===== src/rtl/serial_byte_buffer.sv =====
module serial_byte_buffer #(
  parameter int DEPTH = 16,
  parameter int DW    = 8
) (
  input  logic          clk,
  input  logic          rst_n,
  input  logic [3:0]    reg_addr,
  input  logic          reg_we,
  input  logic          reg_re,
  input  logic [DW-1:0] reg_wdata,
  output logic [DW-1:0] reg_rdata,
  input  logic          tx_pop,
  output logic [DW-1:0] tx_byte,
  input  logic          rx_push,
  input  logic [DW-1:0] rx_byte,
  output logic          tx_dreq,
  output logic          rx_dreq,
  output logic          irq
);
  localparam int AW = $clog2(DEPTH);
  localparam int HALF = DEPTH / 2;

  localparam logic [3:0] A_DATA  = 4'h0;
  localparam logic [3:0] A_STAT  = 4'h9;
  localparam logic [3:0] A_CTRL  = 4'hA;
  localparam logic [3:0] A_MATCH = 4'hB;
  localparam logic [3:0] A_NCHR  = 4'hC;
  localparam logic [3:0] A_TPC   = 4'hD;
  localparam logic [3:0] A_FLAG  = 4'hE;

  logic [DW-1:0] tx_mem [DEPTH];
  logic [DW-1:0] rx_mem [DEPTH];
  logic [AW-1:0] tx_wp, tx_rp, rx_wp, rx_rp;
  logic [AW:0]   tx_cnt, rx_cnt;

  logic tx_rst_q, rx_rst_q, tmo_en, pat_en;
  logic [DW-1:0] match_b, n_chars, tpc;
  logic tmo_flag, pat_flag;
  logic [DW-1:0] tick, chr;

  logic tx_empty, tx_full, tx_half, rx_empty, rx_full, rx_half;
  assign tx_empty = (tx_cnt == '0);
  assign tx_full  = (tx_cnt == (AW+1)'(DEPTH));
  assign tx_half  = (tx_cnt >= (AW+1)'(HALF));
  assign rx_empty = (rx_cnt == '0);
  assign rx_full  = (rx_cnt == (AW+1)'(DEPTH));
  assign rx_half  = (rx_cnt >= (AW+1)'(HALF));

  logic wr_data, wr_ctrl, wr_flag;
  assign wr_data = reg_we && reg_addr == A_DATA;
  assign wr_ctrl = reg_we && reg_addr == A_CTRL;
  assign wr_flag = reg_we && reg_addr == A_FLAG;

  logic tx_wr_ok, tx_rd_ok, rx_wr_ok, rx_rd_ok;
  assign tx_wr_ok = wr_data && !tx_full;
  assign tx_rd_ok = tx_pop && !tx_empty;
  assign rx_wr_ok = rx_push && !rx_full;
  assign rx_rd_ok = reg_re && reg_addr == A_DATA && !rx_empty;

  // transmit FIFO
  always_ff @(posedge clk or negedge rst_n) begin
    if (!rst_n) begin
      tx_wp <= '0; tx_rp <= '0; tx_cnt <= '0;
    end else if (tx_rst_q) begin
      tx_wp <= '0; tx_rp <= '0; tx_cnt <= '0;
    end else begin
      if (tx_wr_ok) tx_wp <= tx_wp + 1'b1;
      if (tx_rd_ok) tx_rp <= tx_rp + 1'b1;
      tx_cnt <= tx_cnt + (AW+1)'(tx_wr_ok) - (AW+1)'(tx_rd_ok);
    end
  end

  always_ff @(posedge clk)
    if (tx_wr_ok && !tx_rst_q) tx_mem[tx_wp] <= reg_wdata;

  // receive FIFO
  always_ff @(posedge clk or negedge rst_n) begin
    if (!rst_n) begin
      rx_wp <= '0; rx_rp <= '0; rx_cnt <= '0;
    end else if (rx_rst_q) begin
      rx_wp <= '0; rx_rp <= '0; rx_cnt <= '0;
    end else begin
      if (rx_wr_ok) rx_wp <= rx_wp + 1'b1;
      if (rx_rd_ok) rx_rp <= rx_rp + 1'b1;
      rx_cnt <= rx_cnt + (AW+1)'(rx_wr_ok) - (AW+1)'(rx_rd_ok);
    end
  end

  always_ff @(posedge clk)
    if (rx_wr_ok && !rx_rst_q) rx_mem[rx_wp] <= rx_byte;

  // configuration
  always_ff @(posedge clk or negedge rst_n) begin
    if (!rst_n) begin
      tx_rst_q <= 1'b0; rx_rst_q <= 1'b0;
      tmo_en <= 1'b0; pat_en <= 1'b0;
      match_b <= '0; n_chars <= '0; tpc <= DW'(1);
    end else begin
      tx_rst_q <= wr_ctrl && reg_wdata[0];
      rx_rst_q <= wr_ctrl && reg_wdata[4];
      if (wr_ctrl) begin
        tmo_en <= reg_wdata[5];
        pat_en <= reg_wdata[6];
      end
      if (reg_we && reg_addr == A_MATCH) match_b <= reg_wdata;
      if (reg_we && reg_addr == A_NCHR)  n_chars <= reg_wdata;
      if (reg_we && reg_addr == A_TPC)   tpc     <= reg_wdata;
    end
  end

  // idle timeout in character-times
  logic tick_wrap, tmo_hold, tmo_fire, pat_hit;
  assign tick_wrap = (tick == tpc - DW'(1));
  assign tmo_hold  = !tmo_en || rx_empty || rx_rst_q;
  assign tmo_fire  = !tmo_hold && !rx_wr_ok && n_chars != '0 &&
                     tick_wrap && chr == n_chars - DW'(1);
  assign pat_hit   = pat_en && rx_wr_ok && !rx_rst_q && rx_byte == match_b;

  always_ff @(posedge clk or negedge rst_n) begin
    if (!rst_n) begin
      tick <= '0; chr <= '0;
    end else if (tmo_hold || rx_wr_ok) begin
      tick <= '0; chr <= '0;
    end else if (chr != n_chars) begin
      if (tick_wrap) begin
        tick <= '0;
        chr  <= chr + DW'(1);
      end else begin
        tick <= tick + DW'(1);
      end
    end
  end

  always_ff @(posedge clk or negedge rst_n) begin
    if (!rst_n) begin
      tmo_flag <= 1'b0; pat_flag <= 1'b0;
    end else begin
      if (tmo_fire) tmo_flag <= 1'b1;
      else if (wr_flag && reg_wdata[0]) tmo_flag <= 1'b0;
      if (pat_hit) pat_flag <= 1'b1;
      else if (wr_flag && reg_wdata[1]) pat_flag <= 1'b0;
    end
  end

  // host read mux
  always_comb begin
    case (reg_addr)
      A_DATA:  reg_rdata = rx_empty ? '0 : rx_mem[rx_rp];
      A_STAT:  reg_rdata = {1'b0, rx_full, rx_half, rx_empty,
                            1'b0, tx_full, tx_half, tx_empty};
      A_CTRL:  reg_rdata = {1'b0, pat_en, tmo_en, rx_rst_q, 3'b000, tx_rst_q};
      A_MATCH: reg_rdata = match_b;
      A_NCHR:  reg_rdata = n_chars;
      A_TPC:   reg_rdata = tpc;
      A_FLAG:  reg_rdata = {6'b0, pat_flag, tmo_flag};
      default: reg_rdata = '0;
    endcase
  end

  assign tx_byte = tx_empty ? '0 : tx_mem[tx_rp];
  assign tx_dreq = !tx_full;
  assign rx_dreq = !rx_empty;
  assign irq     = tmo_flag || pat_flag;
endmodule


===== config.mk =====
export PLATFORM = sky130hd
export DESIGN_NAME = serial_byte_buffer
export DESIGN_NICKNAME = d
export VERILOG_FILES = /design/src/rtl/serial_byte_buffer.sv
export SDC_FILE = /design/constraint.sdc
export NUM_CORES = 1
export LEC_CHECK = 0
export CAP_MARGIN = 20
export CORE_ASPECT_RATIO = 0.5
export CORE_MARGIN = 2
export CORE_UTILIZATION = 45
export DETAILED_ROUTE_END_ITERATION = 12
export SYNTH_ARGS = -nofsm -noshare
export SYNTH_HDL_FRONTEND = slang
export SYNTH_SLANG_ARGS = --single-unit

===== constraint.sdc =====
create_clock -name clk -period 10.9 [get_ports clk]
set_clock_uncertainty 0.2 [all_clocks]
set_input_delay 1.635 -clock clk [delete_from_list [all_inputs] [get_ports clk]]
set_output_delay 1.635 -clock clk [all_outputs]
set_load 0.02 [all_outputs]

==> impl_metrics.json, run 1 <==
{
  "outcome": "finished clean",
  "drc": 0,
  "final_nets": 995,
  "cts.hold.buffers_added": 0,
  "hold_path_class": "reg -> reg",
  "cp-endpoint": "reg_rdata[2]",
  "antenna_found_initial": 0,
  "finalSetupTns_ps": 0,
  "core-area_mm2": 0.0317,
  "syn-num-nets": 957,
  "ant_nets": 0,
  "gp_congestion": 0.866,
  "cts-resized-gates": 0,
  "placedCellCount": 1339,
  "clk_pin_slew_ps": 60,
  "peakVddDrop_mv": 0.125,
  "cts.sinks": 328,
  "r2r_setup_slack_ps": 7620,
  "synth_seq_cells": 328,
  "grt_start_max_net_pins": 73,
  "clk_path_buf_depth": 3,
  "power.leakage_nw": 5.59,
  "cts.htree.levels": 1,
  "grt_pass1_vias": 8144,
  "wl_per_cell_um": 22.2,
  "clk_latency_ps": 560,
  "avgViaCountPerCell": 5.64,
  "power.density_mw_per_mm2": 228,
  "r2r_start": "tx_cnt[2]",
  "crit_type": "in -> out",
  "dp_hpwl_um": 20700,
  "min_period_over_period_pct": 55.7,
  "layout-drive-gt1-share_pct": 17.8,
  "setup_violations": 0,
  "crit_path_end_kind": "primary output",
  "layout_commonest_cell": "edfxtp_1",
  "io_pins": 45,
  "syn_area_mm2": 0.0145,
  "drv_slew": 0,
  "yosys-top-cells-area": "edfxtp_1 53%, mux4_2 12%, dfrtp_1 12%, ha_1 2.6%, mux2_2 2.1%",
  "cts_buffers": 28,
  "fp-row-count": 46,
  "synth_top_area_share_pct": 53.1,
  "yosysSeqAreaShare_pct": 65.6,
  "yosysTopAreaCell": "edfxtp_1",
  "yosys_warnings": 0,
  "post_cts_buffers": 0,
  "drt-total-wl_um": 30800,
  "min_period_ps": 6070,
  "tightest_slew_ps": 1070,
  "overflow": 0,
  "grt_pass1_wl_um": 48600,
  "synth_edf_count": 256,
  "diodes": 0,
  "relSlewSlack_pct": 28.6,
  "synthArstFlopShare_pct": 22.0,
  "die_x_um": 258,
  "reg2regPathDepth": 13,
  "rsz0062_at_grt": "no",
  "dieHeight_um": 131,
  "crit_start": "reg_addr[2]",
  "start_kind": "input port",
  "first_pass_iters": 5,
  "ctsRootBufferMaster": "clkbuf_16",
  "hp-start": "tick[7]",
  "vias": 7829,
  "r2r_end": "tx_cnt[4]",
  "area_growth_pct": 12.6,
  "required_ps": 9070,
  "ys_types": 59,
  "timing.max_cap.violations": 0,
  "dieArea_mm2": 0.0337,
  "io_buffer_count": 44,
  "syn_avg_cell_area_um2": 16.1,
  "synth_cells": 899,
  "grt.total_usage_pct": 19.1,
  "fmax_ghz": 0.165,
  "final_cells": 1388,
  "cts_tree": "done",
  "critPathMaxFanout": 17,
  "start_util_pct": 45.7,
  "final_hold_viol_count": 0,
  "final_cell_mix": "256 x edfxtp_1, 80 x mux4_2, 74 x nor2_1, 69 x dfrtp_1, 47 x nand2_1",
  "synth_ff_type": "edfxtp_1",
  "first_iter_violations": 651,
  "crit_arrival_ps": 4230,
  "final_core_util_pct": 51.5
}
how the worst min path moves through the flow:
stage                          end  depth (start not counted)  slack (ps)
after floorplan           pat_flag                          2         250
after global routing       tick[7]                          2         390
after global placement    tmo_flag                          1         330
after detailed placement  pat_flag                          2         360
after CTS                  tick[7]                          2         370
final                      tick[7]                          2         370
flip-flops by register name, indices dropped and copies added (netlist names):
name      flops
rx_mem      128
tmo_en        1
pat_en        1
rx_wp         4
tx_wp         4
n_chars       8
tpc           8
match_b       8
chr           8
tx_mem      128
tx_rst_q      1
tx_rp         4
rx_rp         4
tick          8
tx_cnt        5
pat_flag      1
rx_rst_q      1
tmo_flag      1
rx_cnt        5
stage by stage:
stage | setup WS (ps) | total power [W] | cell area [um2] | hold slack (ps)
after floorplan | 6010 | 0.00236 | 14500 | 255
after global placement | 4920 | 0.00269 | 15400 | 330
after detailed placement | 4890 | 0.00271 | 15400 | 358
after CTS | 4870 | 0.00375 | 16300 | 375
after global routing | 4630 | 0.00391 | 16300 | 390
final | 4830 | 0.00371 | 16300 | 369
area by class of cell:
| type | instances | area, um2 |
|---|---|---|
| clock buffers | 34 | 764 |
| clock inverters | 15 | 179 |
| fillers | 2614 | 15400 |
| inverters | 30 | 113 |
| multi-input cells | 495 | 4700 |
| flip-flops and latches | 328 | 9490 |
| well taps | 432 | 541 |
| repair buffers | 54 | 513 |
where the power goes:
group	leakage (nW)	internal [W]	switching, W
combinational	1.91	0.000534	0.000539
sequential	3.22	0.00147	0.000125
clock	0.460	0.000592	0.000448
synth_stat cells, drive strengths merged, types with 4 or more instances:
library cell / n
edfxtp: 256
mux4: 80
nor2: 74
dfrtp: 71
nand2: 47
ha: 30
inv: 30
clkbuf: 27
mux2: 27
xor2: 27
xnor2: 22
a21oi: 19
buf: 19
nor2b: 19
o21ai: 18
nand3: 12
nand4: 10
or3: 9
and3: 8
nand3b: 8
nor3: 7
and2: 6
mux2i: 6
a221o: 5
a32o: 5
nor4: 5
o2111ai: 4
or4: 4
metal layers:
layer / vias to the layer above / global-route usage [%] / routed length (um)
met5: - / 0 / 0
met4: 0 / 4.62 / 743
met2: 168 / 32.7 / 14800
li1: 3538 / - / -
met3: 57 / 3.26 / 1240
met1: 4066 / 25.9 / 14000
critical path: stages:
cell and delay, ps:
clkdlybuf4s50_1 830, inv_1 210, and3_1 290, a32o_1 230
a222oi_1 330, o21ai_0 150, clkdlybuf4s50_1 560
cells by family (layout without fill, tap and decap cells):
group           after synthesis  in the layout  synth area share (%)
simple gates                223            223                  7.76
buf+inv                      76            133                  2.05
mux                         113            113                  15.0
fa+ha+maj                    32             32                  2.87
xor+xnor                     49             49                  2.96
flops                       328            328                  65.6
compound gates               78             78                  3.84
Note: power is estimated with default switching activity, not from simulation.
==> inputs of run 2 (changes only) <==
Clock period 10.9 ns to 6.1 ns, I/O delays scaled along.
==> run 2 against run 1 <==
Critical path depth shrank 2. Die area unchanged. Count of clock-buffer cells in the layout rose by 2. Sequential share of layout area down 0.12 points. Sequential power rose by 81%. Global-route usage up 0.099 points. Clock power grew 83%. Via count fell by 1.3%. Core utilization up 0.11 points. Final area increased by 0.21%. First-iteration DRC count down 12%. Combinational power up 76%.
==> impl_metrics.json, run 2 (synthesized netlist as in run 1, its figures left out) <==
{
  "power.density_mw_per_mm2": 409,
  "place_area_mm2": 0.0153,
  "io_buffer_count": 44,
  "grt.total_usage_pct": 19.2,
  "outcome": "finished clean",
  "min_period_ps": 4760,
  "crit_type": "reg -> out",
  "area_growth_pct": 12.8,
  "min_period_over_period_pct": 78.1,
  "tightest_slew_ps": 1010,
  "avgViaCountPerCell": 5.55,
  "r2r_start": "tx_cnt[2]",
  "post_cts_buffers": 0,
  "setup_violations": 0,
  "final_cells": 1392,
  "cts_tree": "done",
  "diodes": 0,
  "design_area_mm2": 0.0163,
  "layout-drive-gt1-share_pct": 17.9,
  "finalSetupTns_ps": 0,
  "cts_buffers": 29,
  "crit_start": "rx_rp[0]",
  "hold_path_class": "in -> async",
  "power.leakage_nw": 5.60,
  "drt-total-wl_um": 31200,
  "first_pass_iters": 5,
  "ant_nets": 0,
  "crit_arrival_ps": 3650,
  "dieHeight_um": 131,
  "crit_path_end_kind": "primary output",
  "drc": 0,
  "cts.hold.buffers_added": 0,
  "dp_hpwl_um": 20700,
  "final_cell_mix": "256 x edfxtp_1, 80 x mux4_2, 74 x nor2_1, 69 x dfrtp_1, 47 x nand2_1",
  "fmax_ghz": 0.210,
  "die_x_um": 258,
  "cts.sinks": 328,
  "required_ps": 4980,
  "vias": 7731,
  "reg_top3": "rx_mem: 128 flops, tx_mem: 128 flops",
  "wl_per_cell_um": 22.4,
  "cts.htree.levels": 1,
  "start_util_pct": 45.7,
  "drv_slew": 0,
  "dieArea_mm2": 0.0337,
  "start_kind": "flip-flop",
  "timing.max_cap.violations": 0,
  "layout_commonest_cell": "edfxtp_1",
  "clk_latency_ps": 550,
  "placedCellCount": 1338,
  "antenna_found_initial": 0,
  "core-area_mm2": 0.0317,
  "clk_path_buf_depth": 3,
  "worst_slack_ps": 1340,
  "fp-row-count": 46,
  "final_hold_viol_count": 0,
  "io_pins": 45,
  "first_iter_violations": 575,
  "grt_pass1_wl_um": 48600,
  "clk_pin_slew_ps": 70,
  "overflow": 0,
  "grt_start_max_net_pins": 73,
  "peakVddDrop_mv": 0.213,
  "cts-resized-gates": 0,
  "final_nets": 996,
  "relSlewSlack_pct": 32.5,
  "grt_pass1_vias": 8004,
  "critPathMaxFanout": 35,
  "rsz0062_at_grt": "no",
  "place_ws_ps": 1440,
  "ctsRootBufferMaster": "clkbuf_16",
  "gp_congestion": 0.840
}
## run 2: cell count changes in the layout (fill, tap and decap cells not counted)
cell and delta:
clkinv_1 +1, clkbuf_4 +1, clkinv_2 -1, clkbuf_8 +1, inv_6 +2, buf_4 -1, clkbuf_1 +1
## run 2: layout make-up
class,instances,area (um2)
clock buffers,36,782
clock inverters,17,195
fillers,2632,15300
inverters,30,113
multi-input cells,495,4700
flip-flops and latches,328,9490
well taps,432,541
repair buffers,54,513
## run 2: stage by stage
step           hold slack [ps]  power [W]  utilization [%]
2_1_floorplan              255    0.00422                -
3_3_place_gp               321    0.00481             48.5
3_5_place_dp               325    0.00486             48.5
4_1_cts                    340    0.00676             51.6
5_1_grt                    375    0.00703             51.6
6_report                   301    0.00668             51.6
## run 2: where the power goes
part           internal, W  switching [W]
sequential         0.00263       0.000271
clock              0.00108       0.000818
combinational     0.000957       0.000922
## run 2: critical path: stages, from the launching register on
cell and delay, ps:
dfrtp_2 340, buf_4 540, mux4_2 600, mux4_2 560, a221o_1 450, clkdlybuf4s50_1 560
## run 2: final timing paths
kind	end	slack, ps	depth (start not counted)
worst max-delay path	reg_rdata[0]	1340	5
worst min-delay path	rx_cnt[1]	300	1
worst max register to register	tx_cnt[4]	2830	13
worst min register to register	pat_en	350	1
max in group asynchronous	tx_rp[0]	4700	1
min in group clk	pat_en	350	1
## run 2: layer usage
layer	up-vias	wire length (um)	track usage, %
met5	-	0	0
met3	38	1050	2.84
li1	3541	-	-
met1	4025	14400	26.6
met2	127	15200	33.2
met4	0	462	3.09
==> inputs of run 3 (changes only) <==
Clock period 6.1 ns to 4.76 ns, I/O delays scaled along.
==> run 3 against run 2 <==
Clock power up 23%. Combinational power up 29%. Die area unchanged. Routed wire length down 0.72%. First-iteration DRC count down 4.0%. Sequential share of layout area down 0.22 points. Final area up 0.38%. Count of clock-buffer cells in the layout up 2. Worst setup slack worse by 1000 ps. Core utilization up 0.19 points. Register-to-register slack worse by 1400 ps. Global-route usage down 0.15 points. Largest cell class unchanged. Largest power group unchanged.
==> impl_metrics.json, run 3 (synthesized netlist as in run 1, its figures left out) <==
{
  "relSlewSlack_pct": 31.9,
  "final_core_util_pct": 51.8,
  "grt_start_max_net_pins": 73,
  "ant_nets": 0,
  "crit_start": "rx_rp[0]",
  "reg2regPathDepth": 12,
  "crit_chain": "buf_12 -> mux4_2 -> mux4_2 -> a221o_1 -> clkdlybuf4s50_1",
  "drc": 0,
  "dp_hpwl_um": 20600,
  "slowest_stage": "dfrtp_2",
  "rsz0062_at_grt": "no",
  "cts_buffers": 29,
  "cts-resized-gates": 0,
  "r2r_end": "tx_cnt[4]",
  "required_ps": 3850,
  "final_hold_viol_count": 0,
  "start_util_pct": 45.7,
  "cts.htree.levels": 1,
  "post_cts_buffers": 0,
  "avgViaCountPerCell": 5.61,
  "grt_pass1_vias": 8017,
  "antenna_found_initial": 1,
  "area_growth_pct": 13.2,
  "power.leakage_nw": 5.66,
  "wl_per_cell_um": 22.1,
  "overflow": 0,
  "power.density_mw_per_mm2": 517,
  "holdWs_ps": 101,
  "reg_top3": "rx_mem: 128 flops, tx_mem: 128 flops",
  "outcome": "finished clean",
  "crit_type": "reg -> out",
  "timing.max_cap.violations": 0,
  "tightest_slew_ps": 1020,
  "clk_path_buf_depth": 3,
  "cts.hold.buffers_added": 0,
  "fp-row-count": 46,
  "peakVddDrop_mv": 0.287,
  "cts_tree": "done",
  "critPathMaxFanout": 20,
  "r2r_setup_slack_ps": 1400,
  "min_period_over_period_pct": 92.9,
  "dieArea_mm2": 0.0337,
  "io_pins": 45,
  "slowest_delay_ps": 670,
  "start_kind": "flip-flop",
  "hold_path_class": "in -> async",
  "grt_pass1_wl_um": 48500,
  "min_period_ps": 4420,
  "die_x_um": 258,
  "io_buffer_count": 44,
  "final_cell_mix": "256 x edfxtp_1, 80 x mux4_2, 74 x nor2_1, 69 x dfrtp_1, 47 x nand2_1",
  "clk_pin_slew_ps": 70,
  "cts.sinks": 328,
  "setup_violations": 0,
  "cp_common_cell": "mux4_2",
  "crit_path_end_kind": "primary output",
  "finalSetupTns_ps": 0,
  "critical_path.top_delay_family": "multiplexers",
  "gp_congestion": 0.937,
  "design_area_mm2": 0.0164,
  "clk_latency_ps": 550,
  "grt.total_usage_pct": 19.0,
  "crit_arrival_ps": 3510,
  "layout_commonest_cell": "edfxtp_1",
  "first_iter_violations": 552,
  "cp.buffers_inverters": 2,
  "ctsRootBufferMaster": "clkbuf_16",
  "diodes": 0,
  "first_pass_iters": 6,
  "place_area_mm2": 0.0154,
  "dieHeight_um": 131,
  "layout-drive-gt1-share_pct": 19.1,
  "core-area_mm2": 0.0317,
  "drv_slew": 0,
  "final_nets": 1005,
  "r2r_start": "tx_cnt[2]",
  "vias": 7856,
  "fmax_ghz": 0.226,
  "drt-total-wl_um": 30900
}
[run 3: changes by cell type in the layout (fill, tap and decap cells not counted), moves of 2 or more]
cell | previous run | this run
buf_12 | 0 | 2
clkinv_2 | 2 | 10
bufinv_16 | 4 | 2
clkinv_4 | 2 | 0
inv_6 | 2 | 0
clkinv_1 | 6 | 2
buf_4 | 10 | 18
[run 3: worst max-delay path by stage]
stage                               to  slack [ps]  depth (start not counted)
after CTS                 reg_rdata[5]         250                          5
final                     reg_rdata[5]         340                          5
after floorplan           reg_rdata[0]        1190                          5
after detailed placement     tx_cnt[4]         650                         13
after global placement       tx_cnt[4]         750                         13
after global routing      reg_rdata[5]         160                          5
[run 3: layout make-up]
type	instances	area [um2]
fillers	2560	15300
well taps	432	541
clock buffers	38	821
clock inverters	15	125
flip-flops and latches	328	9490
inverters	30	113
multi-input cells	495	4700
repair buffers	63	606
[run 3: where the power goes]
group | switching (W) | total [W] | internal [W]
Combinational | 0.00117 | 0.00242 | 0.00125
Clock | 0.00102 | 0.00234 | 0.00132
Sequential | 0.000338 | 0.00371 | 0.00337
[run 3: worst reg2reg max path, stage by stage (launching register included)]
cell and delay [ps]:
dfrtp_1 390, inv_1 110, ha_1 180, nor4b_2 450
nor2b_1 260, ha_1 350, inv_1 40, ha_1 190
fa_1 410, a21oi_1 170, nor2_1 60, or3_1 310
a21oi_1 160
[run 3: routing by layer]
metal / vias to the layer above / part of all wire [%] / global-route usage (%)
met1: 4075 / 44 / 26.0
met4: 0 / 2.1 / 4.22
met2: 182 / 49 / 32.8
met3: 46 / 4.3 / 2.91
met5: - / 0 / 0
li1: 3553 / - / -
[run 3: stage by stage]
stage          setup WS (ps)  power, W  cells
4_1_cts                  249   0.00857   1400
3_3_place_gp             746   0.00618   1347
2_1_floorplan           1190   0.00541    899
5_1_grt                  157   0.00893   1401
6_report                 336   0.00847   1401
3_5_place_dp             648   0.00623   1347
